**src/rtl/reloc_pkg.sv**
```systemverilog
package reloc_pkg;

  typedef enum logic [1:0] {SW_IDLE, SW_SCAN, SW_WAIT, SW_DONE} sweep_state_t;

  function automatic int unsigned watermark(int unsigned frames, int unsigned pct);
    return (frames * pct) / 100;
  endfunction

  function automatic int unsigned step_up_sat(int unsigned v, int unsigned step,
                                              int unsigned ceil_v);
    return (v + step > ceil_v) ? ceil_v : v + step;
  endfunction

  function automatic int unsigned step_down_floor(int unsigned v, int unsigned step,
                                                  int unsigned floor_v);
    return (v < floor_v + step) ? floor_v : v - step;
  endfunction

endpackage

```
**src/rtl/reloc_frame_table.sv**
```systemverilog
module reloc_frame_table #(
  parameter int FRAMES = 64,
  parameter int FW     = $clog2(FRAMES),
  parameter int CW     = $clog2(FRAMES+1)
) (
  input  logic              clk,
  input  logic              rst_n,
  input  logic              alloc_take,
  input  logic              free_evt,
  input  logic [FW-1:0]     free_frame,
  input  logic              ref_set,
  input  logic [FW-1:0]     ref_frame,
  input  logic              clr_en,
  input  logic [FW-1:0]     clr_idx,
  input  logic              rel_en,
  input  logic [FW-1:0]     rel_idx,
  output logic [FRAMES-1:0] used,
  output logic [FRAMES-1:0] refb,
  output logic [FW-1:0]     pick,
  output logic              has_free,
  output logic [CW-1:0]     free_cnt
);

  always_comb begin
    pick     = '0;
    has_free = 1'b0;
    for (int i = FRAMES - 1; i >= 0; i--) begin
      if (!used[i]) begin
        pick     = FW'(i);
        has_free = 1'b1;
      end
    end
  end

  assign free_cnt = CW'($countones(~used));

  always_ff @(posedge clk) begin
    if (!rst_n) begin
      used <= '0;
      refb <= '0;
    end else begin
      if (clr_en)   refb[clr_idx]    <= 1'b0;
      if (ref_set)  refb[ref_frame]  <= 1'b1;
      if (free_evt) used[free_frame] <= 1'b0;
      if (rel_en)   used[rel_idx]    <= 1'b0;
      if (alloc_take) begin
        used[pick] <= 1'b1;
        refb[pick] <= 1'b1;
      end
    end
  end


  free_only_on_release_chk: assert property (@(posedge clk) disable iff (!rst_n)
    (!alloc_take && !free_evt && !rel_en) |=> $stable(free_cnt));

endmodule

```
**src/rtl/reloc_sweep.sv**
```systemverilog
module reloc_sweep
  import reloc_pkg::*;
#(
  parameter int FRAMES = 64,
  parameter int LOW    = 3,
  parameter int TGT    = 4,
  parameter int FW     = $clog2(FRAMES),
  parameter int CW     = $clog2(FRAMES+1)
) (
  input  logic              clk,
  input  logic              rst_n,
  input  logic              go,
  input  logic [FRAMES-1:0] used,
  input  logic [FRAMES-1:0] refb,
  input  logic [CW-1:0]     free_cnt,
  input  logic              evict_ready,
  output logic              evict_valid,
  output logic [FW-1:0]     evict_frame,
  output logic              clr_en,
  output logic [FW-1:0]     clr_idx,
  output logic              rel_en,
  output logic [FW-1:0]     rel_idx,
  output logic              busy,
  output logic              done,
  output logic [CW-1:0]     cold_cnt
);

  localparam logic [CW-1:0] LOW_W  = CW'(LOW);
  localparam logic [CW-1:0] TGT_W  = CW'(TGT);
  localparam logic [FW-1:0] LAST_W = FW'(FRAMES - 1);

  sweep_state_t st;
  logic [FW-1:0] idx;
  logic          cur_cold, need_more, at_last;

  assign cur_cold    = used[idx] && !refb[idx];
  assign need_more   = free_cnt < TGT_W;
  assign at_last     = idx == LAST_W;
  assign clr_en      = st == SW_SCAN;
  assign clr_idx     = idx;
  assign evict_valid = st == SW_WAIT;
  assign evict_frame = idx;
  assign rel_en      = (st == SW_WAIT) && evict_ready;
  assign rel_idx     = idx;
  assign busy        = st != SW_IDLE;
  assign done        = st == SW_DONE;

  always_ff @(posedge clk) begin
    if (!rst_n) begin
      st       <= SW_IDLE;
      idx      <= '0;
      cold_cnt <= '0;
    end else begin
      case (st)
        SW_IDLE: if (go) begin
          st       <= SW_SCAN;
          idx      <= '0;
          cold_cnt <= '0;
        end
        SW_SCAN: begin
          if (cur_cold) cold_cnt <= cold_cnt + 1'b1;
          if (cur_cold && need_more) st <= SW_WAIT;
          else if (at_last)          st <= SW_DONE;
          else                       idx <= idx + 1'b1;
        end
        SW_WAIT: if (evict_ready) begin
          if (at_last) st <= SW_DONE;
          else begin
            st  <= SW_SCAN;
            idx <= idx + 1'b1;
          end
        end
        default: st <= SW_IDLE;
      endcase
    end
  end


  evict_hold_chk: assert property (@(posedge clk) disable iff (!rst_n)
    (evict_valid && !evict_ready) |=> (evict_valid && $stable(evict_frame)));


  evict_below_target_chk: assert property (@(posedge clk) disable iff (!rst_n)
    $rose(evict_valid) |-> ($past(free_cnt) < TGT_W));


  sweep_start_low_chk: assert property (@(posedge clk) disable iff (!rst_n)
    $rose(busy) |-> ($past(free_cnt) < LOW_W));

endmodule

```
**src/rtl/reloc_backoff.sv**
```systemverilog
module reloc_backoff
  import reloc_pkg::*;
#(
  parameter int THR_INIT = 32,
  parameter int THR_STEP = 8,
  parameter int THR_MAX  = 96,
  parameter int IVL_BASE = 16,
  parameter int IVL_STEP = 16,
  parameter int IVL_MAX  = 128,
  parameter int LOW      = 3,
  parameter int TGT      = 4,
  parameter int CW       = 7,
  parameter int TW       = $clog2(THR_MAX+1),
  parameter int IW       = $clog2(IVL_MAX+1)
) (
  input  logic          clk,
  input  logic          rst_n,
  input  logic          tick,
  input  logic          sweep_done,
  input  logic          sweep_busy,
  input  logic [CW-1:0] cold_cnt,
  input  logic [CW-1:0] free_cnt,
  output logic [TW-1:0] threshold,
  output logic [IW-1:0] interval,
  output logic          thrashing,
  output logic          reloc_disabled,
  output logic          sweep_go
);

  localparam logic [CW-1:0] LOW_W  = CW'(LOW);
  localparam logic [CW-1:0] TGT_W  = CW'(TGT);
  localparam logic [TW-1:0] INIT_W = TW'(THR_INIT);
  localparam logic [TW-1:0] MAX_W  = TW'(THR_MAX);
  localparam logic [IW-1:0] BASE_W = IW'(IVL_BASE);

  logic [IW-1:0] timer;
  logic [CW-1:0] prev_cold;
  logic [TW-1:0] thr_up, thr_dn;
  logic [IW-1:0] ivl_up;

  assign thr_up = TW'(step_up_sat(32'(threshold), THR_STEP, THR_MAX));
  assign thr_dn = TW'(step_down_floor(32'(threshold), THR_STEP, THR_INIT));
  assign ivl_up = IW'(step_up_sat(32'(interval), IVL_STEP, IVL_MAX));

  assign reloc_disabled = threshold == MAX_W;
  assign sweep_go       = !sweep_busy && (timer >= interval) && (free_cnt < LOW_W);

  always_ff @(posedge clk) begin
    if (!rst_n) begin
      threshold <= INIT_W;
      interval  <= BASE_W;
      thrashing <= 1'b0;
      timer     <= '0;
      prev_cold <= '0;
    end else begin
      if (sweep_done)               timer <= '0;
      else if (tick && timer != '1) timer <= timer + 1'b1;
      if (sweep_done) begin
        prev_cold <= cold_cnt;
        if (free_cnt < TGT_W) begin
          thrashing <= 1'b1;
          threshold <= thr_up;
          interval  <= ivl_up;
        end else begin
          thrashing <= 1'b0;
          if (cold_cnt > prev_cold) begin
            threshold <= thr_dn;
            if (thr_dn == INIT_W) interval <= BASE_W;
          end
        end
      end else if (thrashing && free_cnt >= TGT_W) begin
        thrashing <= 1'b0;
      end
    end
  end


  thr_range_chk: assert property (@(posedge clk) disable iff (!rst_n)
    (threshold >= INIT_W) && (threshold <= MAX_W));


  thr_moves_after_sweep_chk: assert property (@(posedge clk) disable iff (!rst_n)
    !$stable(threshold) |-> $past(sweep_done));


  ivl_base_at_init_chk: assert property (@(posedge clk) disable iff (!rst_n)
    ((threshold == INIT_W) && !$stable(threshold)) |-> (interval == BASE_W));

endmodule

```
**src/rtl/reloc_thresh_ctrl.sv**
```systemverilog
module reloc_thresh_ctrl
  import reloc_pkg::*;
#(
  parameter int FRAMES   = 64,
  parameter int LOW_PCT  = 5,
  parameter int TGT_PCT  = 7,
  parameter int THR_INIT = 32,
  parameter int THR_STEP = 8,
  parameter int THR_MAX  = 96,
  parameter int IVL_BASE = 16,
  parameter int IVL_STEP = 16,
  parameter int IVL_MAX  = 128,
  localparam int FW      = $clog2(FRAMES),
  localparam int CW      = $clog2(FRAMES+1),
  localparam int TW      = $clog2(THR_MAX+1),
  localparam int IW      = $clog2(IVL_MAX+1)
) (
  input  logic          clk,
  input  logic          rst_n,
  input  logic          alloc_req,
  output logic          alloc_cached,
  output logic [FW-1:0] alloc_frame,
  input  logic          free_evt,
  input  logic [FW-1:0] free_frame,
  input  logic          ref_set,
  input  logic [FW-1:0] ref_frame,
  input  logic          tick,
  output logic          evict_valid,
  output logic [FW-1:0] evict_frame,
  input  logic          evict_ready,
  output logic [CW-1:0] free_frames,
  output logic [TW-1:0] threshold,
  output logic [IW-1:0] sweep_interval,
  output logic          thrashing,
  output logic          reloc_disabled
);

  localparam int LOW = int'(watermark(FRAMES, LOW_PCT));
  localparam int TGT = int'(watermark(FRAMES, TGT_PCT));

  logic [FRAMES-1:0] used, refb;
  logic [FW-1:0]     pick, clr_idx, rel_idx;
  logic              has_free, alloc_take, clr_en, rel_en;
  logic              sweep_go, sweep_busy, sweep_done;
  logic [CW-1:0]     cold_cnt;

  assign alloc_cached = has_free && !thrashing;
  assign alloc_frame  = pick;
  assign alloc_take   = alloc_req && alloc_cached;

  reloc_frame_table #(.FRAMES(FRAMES), .FW(FW), .CW(CW)) i_table (
    .clk(clk), .rst_n(rst_n), .alloc_take(alloc_take),
    .free_evt(free_evt), .free_frame(free_frame),
    .ref_set(ref_set), .ref_frame(ref_frame),
    .clr_en(clr_en), .clr_idx(clr_idx), .rel_en(rel_en), .rel_idx(rel_idx),
    .used(used), .refb(refb), .pick(pick), .has_free(has_free),
    .free_cnt(free_frames)
  );

  reloc_sweep #(.FRAMES(FRAMES), .LOW(LOW), .TGT(TGT), .FW(FW), .CW(CW)) i_sweep (
    .clk(clk), .rst_n(rst_n), .go(sweep_go), .used(used), .refb(refb),
    .free_cnt(free_frames), .evict_ready(evict_ready),
    .evict_valid(evict_valid), .evict_frame(evict_frame),
    .clr_en(clr_en), .clr_idx(clr_idx), .rel_en(rel_en), .rel_idx(rel_idx),
    .busy(sweep_busy), .done(sweep_done), .cold_cnt(cold_cnt)
  );

  reloc_backoff #(
    .THR_INIT(THR_INIT), .THR_STEP(THR_STEP), .THR_MAX(THR_MAX),
    .IVL_BASE(IVL_BASE), .IVL_STEP(IVL_STEP), .IVL_MAX(IVL_MAX),
    .LOW(LOW), .TGT(TGT), .CW(CW), .TW(TW), .IW(IW)
  ) i_backoff (
    .clk(clk), .rst_n(rst_n), .tick(tick),
    .sweep_done(sweep_done), .sweep_busy(sweep_busy),
    .cold_cnt(cold_cnt), .free_cnt(free_frames),
    .threshold(threshold), .interval(sweep_interval),
    .thrashing(thrashing), .reloc_disabled(reloc_disabled), .sweep_go(sweep_go)
  );


  alloc_claims_frame_chk: assert property (@(posedge clk) disable iff (!rst_n)
    (alloc_req && alloc_cached && !free_evt && !rel_en) |=>
      (free_frames == $past(free_frames) - 1'b1));

endmodule

```
**config.mk**
```make
export PLATFORM = sky130hd
export DESIGN_NAME = reloc_thresh_ctrl
export DESIGN_NICKNAME = d
export VERILOG_FILES = /design/src/rtl/reloc_pkg.sv /design/src/rtl/reloc_frame_table.sv /design/src/rtl/reloc_sweep.sv /design/src/rtl/reloc_backoff.sv /design/src/rtl/reloc_thresh_ctrl.sv
export SDC_FILE = /design/constraint.sdc
export NUM_CORES = 1
export LEC_CHECK = 0
export ABC_AREA = 1
export BUFFER_PORTS_ARGS = -buffer_cell sky130_fd_sc_hd__buf_4
export CAP_MARGIN = 15
export CORE_UTILIZATION = 35
export DETAILED_ROUTE_END_ITERATION = 10
export GPL_ROUTABILITY_DRIVEN = 0
export GPL_TIMING_DRIVEN = 0
export PLACE_DENSITY = 0.55
export SLEW_MARGIN = 20
export SYNTH_ARGS = -nofsm -noshare
export SYNTH_HDL_FRONTEND = slang
export SYNTH_HIERARCHICAL = 1
export SYNTH_SLANG_ARGS = --single-unit
```
**constraint.sdc**
```tcl
create_clock -name clk -period 8.4 [get_ports clk]
set_clock_uncertainty 0.1 [all_clocks]
set_input_delay 1.68 -clock clk [delete_from_list [all_inputs] [get_ports clk]]
set_output_delay 1.68 -clock clk [all_outputs]
set_load 0.03 [all_outputs]
```
* Yosys cells after proc, flatten, opt, wreduce, memory -nomap -nowiden
Index checks and enable logic that the tools add are counted.
** Word-level totals
- Bits in registers :: 174
- Bits of input ports :: 19
** Operators by class
- Add/subtract/negate cells :: 69
- Order comparisons :: 16
- Equal/unequal tests :: 12
- Muxes and demuxes :: 175
- Bitwise logic cells :: 10
- Reductions and logical operators :: 29
** Operators by type and width (count)
- 64-bit two-way mux :: 10
- 6-bit two-way mux :: 68
- 7-bit adder :: 31
- 64-bit AND :: 3
- 64-bit inverter :: 3
- 64-bit bitwise OR :: 3
- 1-bit two-way mux :: 73
- 1-bit by 1-bit adder with 2-bit output :: 32
- 7-bit two-way mux :: 6
- 8-bit two-way mux :: 4
- 6-bit by 7-bit < comparator with 1-bit output, second input constant :: 4
- 1-bit demux with 6-bit select :: 4
- 6-bit by 1-bit >= comparator with 1-bit output, second input constant :: 4
- 6-bit case mux with 3 select lines :: 1
- 7-bit case mux with 2 select lines :: 1
- 1-bit logical AND :: 13
- 1-bit binary-select mux with 6-bit select :: 2
- 2-bit two-way mux :: 5
- 2-bit nonzero test :: 5
- 8-bit by 5-bit adder with 9-bit output, second input constant :: 1
- 9-bit by 8-bit > comparator with 1-bit output, second input constant :: 1
- 3-bit AND reduction :: 3
- 7-bit by 4-bit adder with 8-bit output, second input constant :: 1
- 8-bit by 1-bit adder with 8-bit output, second input constant :: 1
- other kinds (27) :: 32

* Longest topological paths before layout
Gate-level depths: netlist (run 1).
- Depth in word-level cells :: 70
- Depth in mapped cells :: 67
- Mapped depth without buffers :: 66

* By module
The synthesis (run 1) kept the hierarchy.
** Modules (own cells, without submodules)
- reloc_frame_table :: times used 1, cells an instance 1057, area an instance 8289.2 um^2, seq. area each 2562.5 um^2
- reloc_sweep :: times used 1, cells an instance 434, area an instance 2362.3 um^2, seq. area each 300.3 um^2
- reloc_backoff :: times used 1, cells an instance 252, area an instance 1764.2 um^2, seq. area each 540.5 um^2
- reloc_thresh_ctrl :: times used 1, cells an instance 5, area an instance 23.8 um^2, seq. area each 0.0 um^2

* Worst setup path after synthesis (run 1)
OpenSTA, ideal clock, no wires.
- Path type :: reg-to-output
- From :: reg i_table.used[0]
- To :: out free_frames[6]
- Data arrival time :: 6.524 ns
- Data required time :: 6.620 ns
- Slack :: 0.096 ns
- Stages on the path, launching flop included :: 17
- Buffers on the path :: 2
- Cell sequence :: dfxtp_1 > clkbuf_1 > clkbuf_1 > inv_1 > fa_1 > fa_1 > fa_1 > fa_1 > fa_1 > fa_1 > fa_1 > fa_1 > inv_1 > fa_1 > o21ai_0 > a21oi_1 > o21bai_1
** Between the ends
- Word-level cells in the longest chain between the ends :: 7
** RTL lines
- start: declaration :: RTL line reloc_frame_table.sv:17 : output logic [FRAMES-1:0] used,
- start signal: assignment :: RTL line reloc_frame_table.sv:39 : used <= '0;
- start signal: indexed assignment :: RTL line reloc_frame_table.sv:44 : if (free_evt) used[free_frame] <= 1'b0;
- start signal: indexed assignment :: RTL line reloc_frame_table.sv:45 : if (rel_en) used[rel_idx] <= 1'b0;
- 64-bit inverter :: RTL line reloc_frame_table.sv:35 : assign free_cnt = CW'($countones(~used));
- 1-bit by 1-bit adder with 2-bit output (implied by the code) :: RTL line reloc_frame_table.sv:35
- 7-bit adder (implied by the code) (5 in series) :: RTL line reloc_frame_table.sv:35
- end: declaration :: RTL line reloc_thresh_ctrl.sv:31 : output logic [CW-1:0] free_frames,
Every way passes these cells.

* Worst setup path after layout (run 1)
Ends and elaborated chain as after synthesis.

==> impl_metrics.tcl, run 1 <==
set metrics [dict create \
    status "completed" \
    setup_viol 0 \
    path_cells "clkbuf_8, inv_1, fa_1, fa_2, fa_1, fa_2, fa_2, fa_1, fa_1, fa_1, ha_1, inv_1, fa_1, o21ai_1, a21oi_1, o21bai_2, buf_4" \
    die_area_sq_um 36300 \
    tightestPinTransition_ns 1.17 \
    area_growth_pct 15.1 \
    wirelength_mm 48.7 \
    grt_pass1_wl_mm 73.1 \
    cp_slowest_stage_delay_ns 0.57 \
    worst-r2r-cell-count 34 \
    drv_cap 0 \
    place_ws_ns -0.479 \
    first_pass_iters 6 \
    swShare_pct 28.5 \
    fmax_mhz 122 \
    drive_gt1_share_pct 13.6 \
    synth_top_area_share_pct 27.4 \
    clk_path_buf_depth 2 \
    syn_inst 1748 \
    cp-end-kind "primary output" \
    critPathArrivalTime_ns 6.39 \
    drc 0 \
    drv_slew 0 \
    final_cell_area_sq_um 14300 \
    grt_usage_pct 27.2 \
    fin_crit_ns 8.17 \
    crit_path_start_kind "flip-flop" \
    io_pins 57 \
    die_h_microns 191 \
    min_delay_path_depth 2 \
    clkPwrFrac_pct 43.7 \
    placed_cell_area_sq_um 13600 \
    nNetsFinal 1952 \
    critPathMaxFanout 10 \
    seqPwrFrac_pct 43.6 \
    initial_core_util_pct 35.7 \
    rrSetupSlack_ns 0.50 \
    cts_tree "built" \
    synth-seq-cells 170 \
    diodes 0 \
    max_slew_margin_pct 21.5 \
    ys_top_cells_by_area "dfxtp_1, nand2_1, fa_1" \
    clk_latency_ns 0.45 \
    drt-initial-drc-count 1596 \
    drtAntennaViolNets 0 \
    yosys_warnings 6 \
    min_path_type "flip-flop to flip-flop" \
    critPathRequiredTime_ns 6.62 \
    fin_crit_sh_pct 97.2 \
    hp-start "i_backoff/prev_cold[2]" \
    grt-ovfl-total 0 \
    power_density_nw_per_um2 130 \
    core_sq_um 34800 \
    tns_ns 0 \
    yosys.area.top_type "dfxtp_1" \
    whs_ns 0.357 \
    ys_top_cells_by_count "nand2_1, inv_1, a21oi_1, dfxtp_1, nor2_1" \
    grt_max_degree 17 \
    p_switching_w 0.000533 \
    r2r-end "i_sweep/clr_idx[2]" \
    async_flop_share_pct 0 \
    hold_viol 0 \
    cp_slowest_cell "fa_2" \
    dp_cells 2271 \
    combPwrFrac_pct 12.7 \
    cts.sinks 170 \
    vias 13000 \
    numPortBuffers 49 \
    cts_max_level 4 \
    worstReg2RegStart "i_table/used[0]" \
    avgRoutedWirePerCell_microns 21.1 \
    numCtsBuffers 17 \
    synth_edf_count 0 \
    final_cells 2309 \
    yosysSeqAreaShare_pct 27.4 \
    dp.final_hpwl_mm 38.4 \
    leakagePower_nw 4.89 \
    via_per_inst 5.61 \
    setup_ws_ns 0.235 \
    grt_pass1_vias 12200 \
    path_class "flip-flop to primary output" \
    row_count 68 \
    holdPathEnd "i_backoff/prev_cold[2]" \
    syn_area_per_cell_sq_um 7.12 \
    synth_area_sq_um 12400 \
    yosysMostFrequentCell "nand2_1" \
    synth_ff_type "dfxtp_1" \
    cpMostUsedCell "fa_1" \
    synth.distinct_cells 46 \
    clk_pin_slew_ns 0.07 \
    root_buffer "clkbuf_16" \
    power.internal_w 0.00134 \
    peakVddDrop_uv 150 \
    die_width_microns 191 \
    antenna_found_initial 0 \
]
-- worst max-delay path, delay by kind of cell, from the launching register on --
family / cells / cell delay [ns]
buf+inv: 4 / 0.49
flops: 1 / 0.37
compound gates: 3 / 0.51
fa+ha+maj: 10 / 4.57
-- layer usage --
layer / track usage, % / vias up / share of wire [%]
met5: 0 / - / 0
met4: 12.8 / 0 / 4.6
met3: 6.55 / 132 / 11
met2: 40.7 / 663 / 42
met1: 36.7 / 6068 / 42
li1: - / 6096 / -
-- through the flow --
stage,utilization (%),total power [W]
2_1_floorplan,-,0.000977
3_5_place_dp,39.1,0.00105
3_3_place_gp,38.5,0.00104
4_1_cts,40.9,0.00187
6_report,41.2,0.00187
5_1_grt,41.2,0.00193
-- cell usage in the layout (no fill, tap or decap), types with 37 or more instances in the layout --
| cell | n |
|---|---|
| nand2_1 | 356 |
| inv_1 | 257 |
| a21oi_1 | 177 |
| dfxtp_1 | 156 |
| nor2_1 | 130 |
| nand3_1 | 97 |
| buf_4 | 84 |
| a22oi_1 | 64 |
| o221ai_1 | 62 |
| fa_1 | 50 |
| nand4_1 | 46 |
| nor3_1 | 42 |
| ha_1 | 37 |
-- cells by family (layout without fill, tap and decap cells) --
| kind of cell | Yosys count | after routing | synth area share (%) |
|---|---|---|---|
| buffers and inverters | 337 | 440 | 11.6 |
| AO/OA/AOI/OAI | 360 | 360 | 18.0 |
| AND/OR/NAND/NOR | 777 | 777 | 29.7 |
| flip-flops | 170 | 170 | 27.4 |
| other | 1 | 4 | 0.0301 |
| XOR/XNOR | 11 | 11 | 0.774 |
| adder cells (fa/ha/maj) | 92 | 92 | 12.5 |
-- repair_timing --
item,4_1_cts,5_1_grt
endpoints found under the setup margin,14,10
gates cloned,0,0
pin swaps,2,6
resized for setup,9,22
setup buffers,3,4
hold buffers,0,0
-- power by group through the flow --
stage                     combinational, W  clock [W]  sequential, W
final                             0.000238   0.000816       0.000815
after global routing              0.000256   0.000861       0.000815
after CTS                         0.000226   0.000827       0.000816
after detailed placement          0.000216          0       0.000833
after global placement            0.000210          0       0.000833
after floorplan                   0.000145          0       0.000832
-- state kept, by name (all words and copies together) (netlist names) --
| name | flops |
|---|---|
| i_sweep/cold_cnt | 7 |
| i_backoff/timer | 8 |
| i_table/used | 64 |
| i_backoff/threshold | 7 |
| i_backoff/thrashing | 1 |
| i_sweep/clr_idx | 6 |
| i_backoff/interval | 4 |
| i_table/refb | 64 |
| i_backoff/prev_cold | 7 |
| i_sweep/st | 2 |
-- cell type report --
cell class	instances	area [sq um]
plain buffers	69	442
clock inverters	14	164
clock buffers	18	429
well taps	455	569
repair buffers	72	532
flip-flops and latches	170	3430
inverters	267	1010
fillers	3645	20500
multi-input cells	1244	7750
-- how the worst max path moves through the flow --
stage                    startpoint                 end  cells past startpoint
floorplan           i_table/used[0]      free_frames[6]                     16
global placement    i_table/used[0]  i_sweep/clr_idx[1]                     34
detailed placement  i_table/used[0]  i_sweep/clr_idx[2]                     34
CTS                 i_table/used[0]      free_frames[6]                     16
global route        i_table/used[0]      free_frames[5]                     19
finish              i_table/used[0]      free_frames[6]                     17
No activity file was read; power rests on OpenSTA's default activity.
==> run 2: changes to the inputs <==
--- a/config.mk
+++ b/config.mk
@@ -13,6 +13,7 @@
 export GPL_ROUTABILITY_DRIVEN = 0
 export GPL_TIMING_DRIVEN = 0
 export PLACE_DENSITY = 0.55
+export RECOVER_POWER = 25
 export SLEW_MARGIN = 20
 export SYNTH_ARGS = -nofsm -noshare
 export SYNTH_HDL_FRONTEND = slang
==> run 2 against run 1 <==
Combinational power fell by 3%. Flip-flop and latch count unchanged. Clock-buffer cell count unchanged. Cell area down 0.94%. Power down 0.30%. Largest power group unchanged. Highest routed layer unchanged.
==> impl_metrics.tcl, run 2 (synthesized netlist as in run 1, its figures left out) <==
set metrics [dict create \
    final_cell_area_sq_um 14200 \
    grt_usage_pct 27.2 \
    drt-initial-drc-count 1564 \
    cts_hold_buf 0 \
    path_class "flip-flop to primary output" \
    worstReg2RegStart "i_table/used[0]" \
    status "completed" \
    path_cells "clkbuf_8, inv_1, fa_1, fa_2, fa_1, fa_2, fa_2, fa_1, fa_1, fa_1, ha_1, inv_1, fa_1, o21ai_1, a21oi_1, o21bai_2, buf_4" \
    min_delay_path_depth 2 \
    r2r-end "i_sweep/clr_idx[2]" \
    hold_viol 0 \
    drv_slew 0 \
    numCtsBuffers 17 \
    io_pins 57 \
    core_sq_um 34800 \
    die_area_sq_um 36300 \
    placed_cell_area_sq_um 13600 \
    final_cells 2309 \
    diodes 0 \
    grt-ovfl-total 0 \
    cp_slowest_cell "fa_2" \
    holdPathEnd "i_backoff/prev_cold[2]" \
    max_slew_margin_pct 22.7 \
    final_util_pct 40.8 \
    critPathArrivalTime_ns 6.39 \
    whs_ns 0.359 \
    drv_cap 0 \
    layout_commonest_cell "nand2_1" \
    fill_cells 3664 \
    crit_path_start_kind "flip-flop" \
    dp_cells 2271 \
    critPathMaxFanout 10 \
    cp-end-kind "primary output" \
    hp-start "i_backoff/prev_cold[2]" \
    power.total_w 0.00186 \
    antenna_found_initial 0 \
    fin_crit_sh_pct 97.2 \
    power_density_nw_per_um2 131 \
    clk_latency_ns 0.45 \
    wirelength_mm 48.7 \
    initial_core_util_pct 35.7 \
    clk_pin_slew_ns 0.07 \
    rrSetupSlack_ns 0.50 \
    numPortBuffers 49 \
    cp_slowest_stage_delay_ns 0.57 \
    avgRoutedWirePerCell_microns 21.1 \
    fin_crit_ns 8.17 \
    via_per_inst 5.60 \
    setup_viol 0 \
    first_pass_iters 6 \
    cts_max_level 4 \
    leakagePower_nw 4.78 \
    peakVddDrop_uv 150 \
    drtAntennaViolNets 0 \
    min_path_type "flip-flop to flip-flop" \
    row_count 68 \
    dp.final_hpwl_mm 38.4 \
    cpMostUsedCell "fa_1" \
    fmax_mhz 122 \
    grt_max_degree 17 \
    grt_pass1_vias 12200 \
    top_regs "i_table/refb: 64 flops, i_table/used: 64 flops, i_backoff/timer: 8 flops" \
    drive_gt1_share_pct 12.1 \
    cts.sinks 170 \
    worst-r2r-cell-count 34 \
    drc 0 \
    clk_path_buf_depth 2 \
    tightestPinTransition_ns 1.15 \
    nNetsFinal 1952 \
    grt_pass1_wl_mm 73.1 \
    area_growth_pct 14.0 \
    cts_tree "built" \
    root_buffer "clkbuf_16" \
    critPathRequiredTime_ns 6.62 \
    final_cell_mix "nand2_1, inv_1, a21oi_1, dfxtp_1, nor2_1" \
    vias 12900 \
    die_width_microns 191 \
    die_h_microns 191 \
]
## run 2: final cells by class
cell class,instances,area (sq um),area share (%)
multi-input combinational,1244,7720,54.4
sequential,170,3430,24.2
inverter,267,1010,7.10
tap,455,569,4.01
timing repair buffer,72,460,3.25
clock buffer,18,429,3.03
buffer,69,407,2.87
clock inverter,14,164,1.16
## run 2: worst max path at each step
| stage | startpoint | end | depth (start not counted) |
|---|---|---|---|
| CTS | i_table/used[0] | free_frames[6] | 16 |
| detailed placement | i_table/used[0] | i_sweep/clr_idx[2] | 34 |
| global route | i_table/used[0] | free_frames[5] | 19 |
| floorplan | i_table/used[0] | free_frames[6] | 16 |
| global placement | i_table/used[0] | i_sweep/clr_idx[1] | 34 |
| finish | i_table/used[0] | free_frames[6] | 17 |
## run 2: timing repair
item	4_1_cts	5_1_grt
resized for setup	9	22
endpoints found under the setup margin	14	10
pin swaps	2	6
cloned	0	0
endpoints found under the hold margin	0	0
buffers inserted	3	4
## run 2: metrics by stage
step	setup slack, ns	setup TNS (ns)
after floorplan	0.0963	0
after global placement	-0.458	-3.80
after detailed placement	-0.479	-3.87
after CTS	0.0407	0
after global routing	-0.00714	-0.00714
final	0.235	0
## run 2: worst max-delay path: cells and delay by family (launching register included)
family,cells,cell delay (ns)
buffers and inverters,4,0.49
AO/OA/AOI/OAI,3,0.51
adder cells (fa/ha/maj),10,4.57
flip-flops,1,0.37
## run 2: routing by layer
metal | GRT usage [%] | share of wire, % | up-vias
met5 | 0 | 0 | -
met4 | 12.8 | 4.6 | 0
met3 | 6.55 | 11 | 123
met2 | 40.7 | 42 | 684
met1 | 36.7 | 42 | 6028
li1 | - | - | 6091
## run 2: power by group
part	total, W	leakage (nW)	switching (W)	internal [W]
clock	0.000816	0.282	0.000371	0.000445
combinational	0.000232	3.12	0.000156	0.0000762
sequential	0.000814	1.38	0.00000441	0.000810
